`config.mk`:
```
export PLATFORM = sky130hd
export DESIGN_NAME = gpio_edge_wake
export DESIGN_NICKNAME = d
export VERILOG_FILES = /design/src/rtl/gpio_edge_wake.sv
export SDC_FILE = /design/constraint.sdc
export NUM_CORES = 1
export LEC_CHECK = 0
export ABC_AREA = 1
export BUFFER_PORTS_ARGS = -buffer_cell sky130_fd_sc_hd__buf_4
export CORE_ASPECT_RATIO = 0.75
export CORE_UTILIZATION = 40
export DETAILED_ROUTE_END_ITERATION = 8
export GPL_ROUTABILITY_DRIVEN = 0
export SLEW_MARGIN = 20
export SYNTH_ARGS = -nofsm -noshare
export SYNTH_HDL_FRONTEND = slang
export SYNTH_SLANG_ARGS = --single-unit
```
`constraint.sdc`:
```
create_clock -name clk -period 1.95 [get_ports clk]
set_clock_uncertainty 0.15 [all_clocks]
set_input_delay 0.39 -clock clk [delete_from_list [all_inputs] [get_ports clk]]
set_output_delay 0.39 -clock clk [all_outputs]
set_load 0.05 [all_outputs]
```
`src/rtl/gpio_edge_wake.sv`:
```
module gpio_edge_wake #(
  parameter int PINS = 32
) (
  input  logic            clk,
  input  logic            rst_n,
  input  logic [PINS-1:0] pin_in,
  input  logic            sleep,
  input  logic            wr_en,
  input  logic [2:0]      wr_addr,
  input  logic [PINS-1:0] wr_data,
  input  logic [2:0]      rd_addr,
  output logic [PINS-1:0] rd_data,
  output logic            irq,
  output logic            wake_req
);
  localparam logic [2:0] A_RIRQ = 3'd0, A_FIRQ = 3'd1, A_RWAKE = 3'd2, A_FWAKE = 3'd3;
  localparam logic [2:0] A_SCTL = 3'd4, A_PEND = 3'd5, A_WREC = 3'd6, A_PINS = 3'd7;
  localparam logic [PINS-1:0] ONES = {PINS{1'b1}};

  logic [PINS-1:0] pin_q, rise_ie, fall_ie, rise_we, fall_we, slp_ctl, pend, wrec;

  wire [PINS-1:0] rise_ev = pin_in & ~pin_q;
  wire [PINS-1:0] fall_ev = ~pin_in & pin_q;
  wire [PINS-1:0] setv    = (rise_ev & rise_ie) | (fall_ev & fall_ie);
  wire [PINS-1:0] clrv    = (wr_en && wr_addr == A_PEND) ? wr_data : '0;
  wire [PINS-1:0] wake_hit = ((rise_ev & rise_we) | (fall_ev & fall_we)) & ~slp_ctl;

  always_ff @(posedge clk or negedge rst_n) begin
    if (!rst_n) begin
      pin_q   <= '0;
      rise_ie <= '0;
      fall_ie <= '0;
      rise_we <= '0;
      fall_we <= '0;
      slp_ctl <= ONES;
      pend    <= '0;
      wrec    <= '0;
    end else begin
      pin_q <= pin_in;
      pend  <= (pend & ~clrv) | setv;
      wrec  <= sleep ? (wrec | wake_hit) : '0;
      if (wr_en) begin
        case (wr_addr)
          A_RIRQ:  rise_ie <= wr_data;
          A_FIRQ:  fall_ie <= wr_data;
          A_RWAKE: rise_we <= wr_data;
          A_FWAKE: fall_we <= wr_data;
          A_SCTL:  slp_ctl <= wr_data;
          default: ;
        endcase
      end
    end
  end

  always_comb begin
    case (rd_addr)
      A_RIRQ:  rd_data = rise_ie;
      A_FIRQ:  rd_data = fall_ie;
      A_RWAKE: rd_data = rise_we;
      A_FWAKE: rd_data = fall_we;
      A_SCTL:  rd_data = slp_ctl;
      A_PEND:  rd_data = pend;
      A_WREC:  rd_data = wrec;
      A_PINS:  rd_data = pin_q;
      default: rd_data = '0;
    endcase
  end

  assign irq      = |pend;
  assign wake_req = |wrec;

  // pending bits only appear on pins that changed
  a_r2_edge_origin: assert property (@(posedge clk) disable iff (!rst_n)
    (pend & ~$past(pend) & ~$past(pin_in ^ pin_q)) == '0);

  a_r4_clear_takes: assert property (@(posedge clk) disable iff (!rst_n)
    (clrv & ~setv) != '0 |=> (pend & $past(clrv & ~setv)) == '0);

  a_r5_set_wins: assert property (@(posedge clk) disable iff (!rst_n)
    setv != '0 |=> (pend & $past(setv)) == $past(setv));

  a_r6_irq_hold: assert property (@(posedge clk) disable iff (!rst_n)
    irq && clrv == '0 |=> irq);

  a_r7_sctl_blocks: assert property (@(posedge clk) disable iff (!rst_n)
    (wrec & ~$past(wrec) & $past(slp_ctl)) == '0);

  a_r9_wake_hold: assert property (@(posedge clk) disable iff (!rst_n)
    wake_req && sleep |=> wake_req);

  a_r9_wake_drop: assert property (@(posedge clk) disable iff (!rst_n)
    !sleep |=> !wake_req);
endmodule

```
# Yosys cells after proc, flatten, opt, wreduce, memory -nomap -nowiden
# Index checks and enable logic that the tools add are counted.
# W data, S select, Z words.
# word_totals
ff_bits,256
latchBits,0
ramBits,0
mem_bits_ro,0
input_bits,74
out_inout_bits,34
wordCells,49
n_memories,0
# classes
add_sub_neg,0
mul,0
n_div,0
n_lt_le_gt_ge,0
eq_ne,12
n_shift,0
n_mux,3
bitwise,16
n_reduce_logical,10
# ops
operator,n
$and A32 B32 Y32,8
$pmux W32 S8,1
$not A32 Y32,4
$or A32 B32 Y32,4
$mux W32,2
$reduce_or A32 Y1,2
$eq A3 B3 Y1 const B,6
$eq A3 B2 Y1 const B,4
$reduce_and A2 Y1,5
$eq A3 B1 Y1 const B,2
$logic_not A3 Y1,2
$logic_and A1 B1 Y1,1

# Depth between registers and ports, before layout
# logic_depth
depth_word,7
ltp_mapped,7
depth_no_buf,6

# Worst setup path before layout
# Ideal clock, no wire load.
# synth_timing
kind,input -> output
from,input rd_addr[2]
to,output rd_data[13]
arrival_time_ps,1472
required_time_ps,1410
setup_slack_ps,-62
cell_stages,7
n_path_buf,3
path_cell_list,buf_4 -> buf_2 -> buf_2 -> nand4_1 -> nand2_1 -> nor2_1 -> nand3_1
# synth_via
elab_chain_len,2
word_cells_on_any_way,9
classes_between,7 x eq/ne; 1 x mux; 1 x reduce/logical
# synth_lines
item,line_no,rtl
start: declaration,11,"input logic [2:0] rd_addr,"
$eq A3 B3 Y1 (tied with other cells),56,case (rd_addr)
$pmux W32 S8 (*),56,
end: declaration,12,"output logic [PINS-1:0] rd_data,"
# Mark *: on every way between the ends. The rest lies on a longest branch, timed or not.

# Worst setup path in the final report
# layout_timing
from,register wrec[2]
to,output wake_req
# layout_via
elab_chain_len,1
# layout_lines
item,line_no,rtl
start: declaration,20,"logic [PINS-1:0] pin_q, rise_ie, fall_ie, rise_we, fall_we, slp_ctl, pend, wrec;"
start signal: assignment,41,wrec <= sleep ? (wrec | wake_hit) : '0;
$reduce_or A32 Y1,70,assign wake_req = |wrec;
end: declaration,14,output logic wake_req
# Every way passes these cells.

==> metrics.md <==
| Metric | Value |
|---|---|
| DRC | `0` |
| Post-route cell area | `0.01683 mm^2` |
| Max Fanout on Critical Path | `2` |
| R2R setup slack | `770 ps` |
| Number of setup violations in the final report | `34` |
| Worst Min Path Start | `wr_data[18]` |
| Worst hold path type | `in2reg` |
| Final min period | `2358 ps` |
| Yosys warns | `0` |
| Status | `complete, but fails checks` |
| Worst Max-Slew Pin Slew | `358.6 ps` |
| Multiplexer area fraction after synthesis | `0%` |
| R2R depth | `6` |
| CP Launch Type | `register` |
| Peak supply drop | `0.6790 mV` |
| Post-synthesis register bit count | `256` |
| Adder-cell area share of the yosys netlist | `0%` |
| Hold EP | `slp_ctl[18]` |
| Via count | `12240` |
| Share of layout cells above drive strength 1 | `23.34%` |
| Commonest non-fill, non-tap cell in the layout | `nand2_1` |
| Clock Tree Root | `clkbuf_16` |
| Crit path required time | `1410 ps` |
| Gr usage total | `24.91%` |
| Cell family with most CP delay | `simple AND/OR/NAND/NOR gates` |
| Inserted Clock Buffers | `27` |
| Achievable frequency | `0.4241 GHz` |
| Boundary Pins | `108` |
| Compound-Gate Fraction of Synth Area | `8.848%` |
| Critical path type | `reg2out` |
| Global-route wire length before repair | `63.80 mm` |
| CP peak stage delay | `410 ps` |
| Area delta synth->final | `32.85%` |
| Combinational family with the most area after synthesis | `simple AND/OR/NAND/NOR gates` |
| Power per cell area | `972.3 mW/mm^2` |
| XOR/XNOR share of the synthesized area | `0%` |
| Wire per inst | `17.77 um` |
| CTS sink cnt | `256` |
| Failing checks | `negative setup slack` |
| Core area | `0.03118 mm^2` |
| Mapped Avg Cell Area | `7.750 um^2` |
| Drt pass-1 iters | `5` |
| Largest net degree at the start of global routing | `65` |
| Worst-skew pair later-pin latency | `560 ps` |
| Simple-gate share of the synthesized area | `31.89%` |
| Post-Route WL | `40.33 mm` |
| H-tree levels | `1` |
| Gr ovfl total | `0` |
| Die Y | `156.1 um` |
| FP Rows | `56` |
| Die ar. | `0.03240 mm^2` |
| Post-route setup slack | `-408.1 ps` |
| Die width | `207.5 um` |
| Critical path depth | `5` |
| Nets | `1917` |
| Post-Layout Cell Count | `2270` |
| Origin of the critical flop-to-flop path | `fall_we[4]` |
| Longest Clk Path Bufs | `3` |
| Number of vias per cell | `5.391` |
| Mapped cell area | `0.01267 mm^2` |
| P_leak | `0.008211 uW` |
| Critical Path Slowest Stage Cell | `dfrtp_1` |
| Starting Density | `40.64%` |
| Diode count | `0` |
| Dpl cell area | `0.01451 mm^2` |
| Netlist cell types | `20` |
| Slew margin rel. | `76.10%` |
| Port bufs | `107` |
| Initial antenna violation count | `0` |
| Via count of the first global-routing pass | `11430` |
| Buf/Inv on CP | `1` |
| Most frequent cells in the layout | `348 x nand2_1, 221 x dfrtp_1, 208 x nand3_1` |
| Cells along the critical path | `nor2_1 -> nand4_1 -> nor2_2 -> nand2_2 -> buf_8` |
| Arrival @ worst endpoint | `1820 ps` |
| Pins Over Slew Limit | `0` |
| Post-DRT Antenna Nets | `0` |
| Reg2reg end | `wrec[4]` |
| DRT iter0 DRCs | `1023` |
| CTS tree | `built` |
| Unrepaired setup endpoints after global routing | `true` |
| Period utilisation layout | `120.9%` |
| Register area share after synthesis | `50.87%` |
| Syn Nets | `1709` |
| Placed cells | `2114` |
| Hold depth | `3` |
| Worst setup EP type | `output port` |
| Post-detail-place hpwl | `25.31 mm` |
| Cells after Synth | `1635` |
| Hold Vio Cnt, Final | `0` |
| Clock transition at the registers of the reported paths | `70 ps` |
| Max Cap Viol | `0` |
## power by group
part	switching, uW	internal, uW
clock	2270	3400
sequential	726	6260
combinational	2120	1590
## sequential cells by signal (all words and copies together), names as in the netlist
register and cells:
fall_ie 32, fall_we 32, pend 32, pin_q 32, rise_ie 32, rise_we 32
slp_ctl 32, wrec 32
## metrics by stage
step / hold slack, ps / setup TNS [ps] / total power (uW) / utilization [%] / setup slack (ps)
global placement: 108.8 / -3703 / 9976 / 46.52 / -176.6
CTS: 5.336 / -5115 / 16180 / 52.52 / -433.3
detailed placement: 112.6 / -4061 / 10040 / 46.52 / -190.0
finish: 16.49 / -4478 / 16370 / 53.99 / -408.1
floorplan: -55.59 / 0 / 8797 / - / 47.84
global route: 42.30 / -6548 / 17160 / 53.99 / -482.9
## cells in the mapped netlist
cell,number,area [um^2]
nand4_1,135,844.6
nand3_1,258,1291
nor2_1,132,495.5
dfstp_2,32,840.8
nor2_4,1,11.26
inv_2,2,7.510
clkbuf_1,39,146.4
dfrtp_1,224,5605
buf_2,51,255.2
buf_4,3,22.52
nand2_1,360,1351
buf_1,3,11.26
nand2_2,1,6.260
inv_1,165,619.3
nor2_2,1,6.260
nor3_2,1,10.01
a21oi_1,32,160.2
o21ai_0,192,960.9
nor3_1,1,5.000
nand3_2,2,20.02
## tightest hold or removal path, delay by kind of cell
family / cells / cell delay [ps]
buffers and inverters: 2 / 230
AOI/OAI and AO/OA: 1 / 110
## timing repair
item / in CTS / in global routing
buffers inserted: 38 / 37
setup endpoints to repair: 34 / 34
pin swaps: 60 / 61
cloned: 0 / 0
hold buffers: 34 / 0
endpoints found under the hold margin: 296 / 0
resized for setup: 84 / 58
## how the worst max path moves through the flow
stage               startpoint     endpoint  slack [ps]
floorplan           rd_addr[2]  rd_data[13]          50
CTS                   pend[24]          irq        -430
detailed placement  rd_addr[2]  rd_data[26]        -190
global route          pend[26]          irq        -480
finish                 wrec[2]     wake_req        -410
global placement    rd_addr[2]  rd_data[26]        -180
## final cells by class
class                           instances  area (um^2)
Clock inverter                         15        214.0
Inverter                              167        629.4
Sequential cell                       256         6450
Timing Repair Buffer                  275         2718
Clock buffer                           35        755.7
Multi-Input combinational cell       1116         5559
Tap cell                              406        508.0
Fill cell                            2922        14350
## cells by family after synthesis
group / after synthesis
compound gates: 224
buf+inv: 263
flops: 256
simple gates: 892
## layer usage
| layer | vias to the layer above | wire length, um | global-route usage, % |
|---|---|---|---|
| li1 | 5879 | - | - |
| met1 | 5869 | 19510 | 37.21 |
| met2 | 440 | 17620 | 38.29 |
| met3 | 50 | 2586 | 3.764 |
| met4 | 0 | 615 | 4.762 |
| met5 | - | 0 | 0 |
Power figures use the tool's default switching activity.
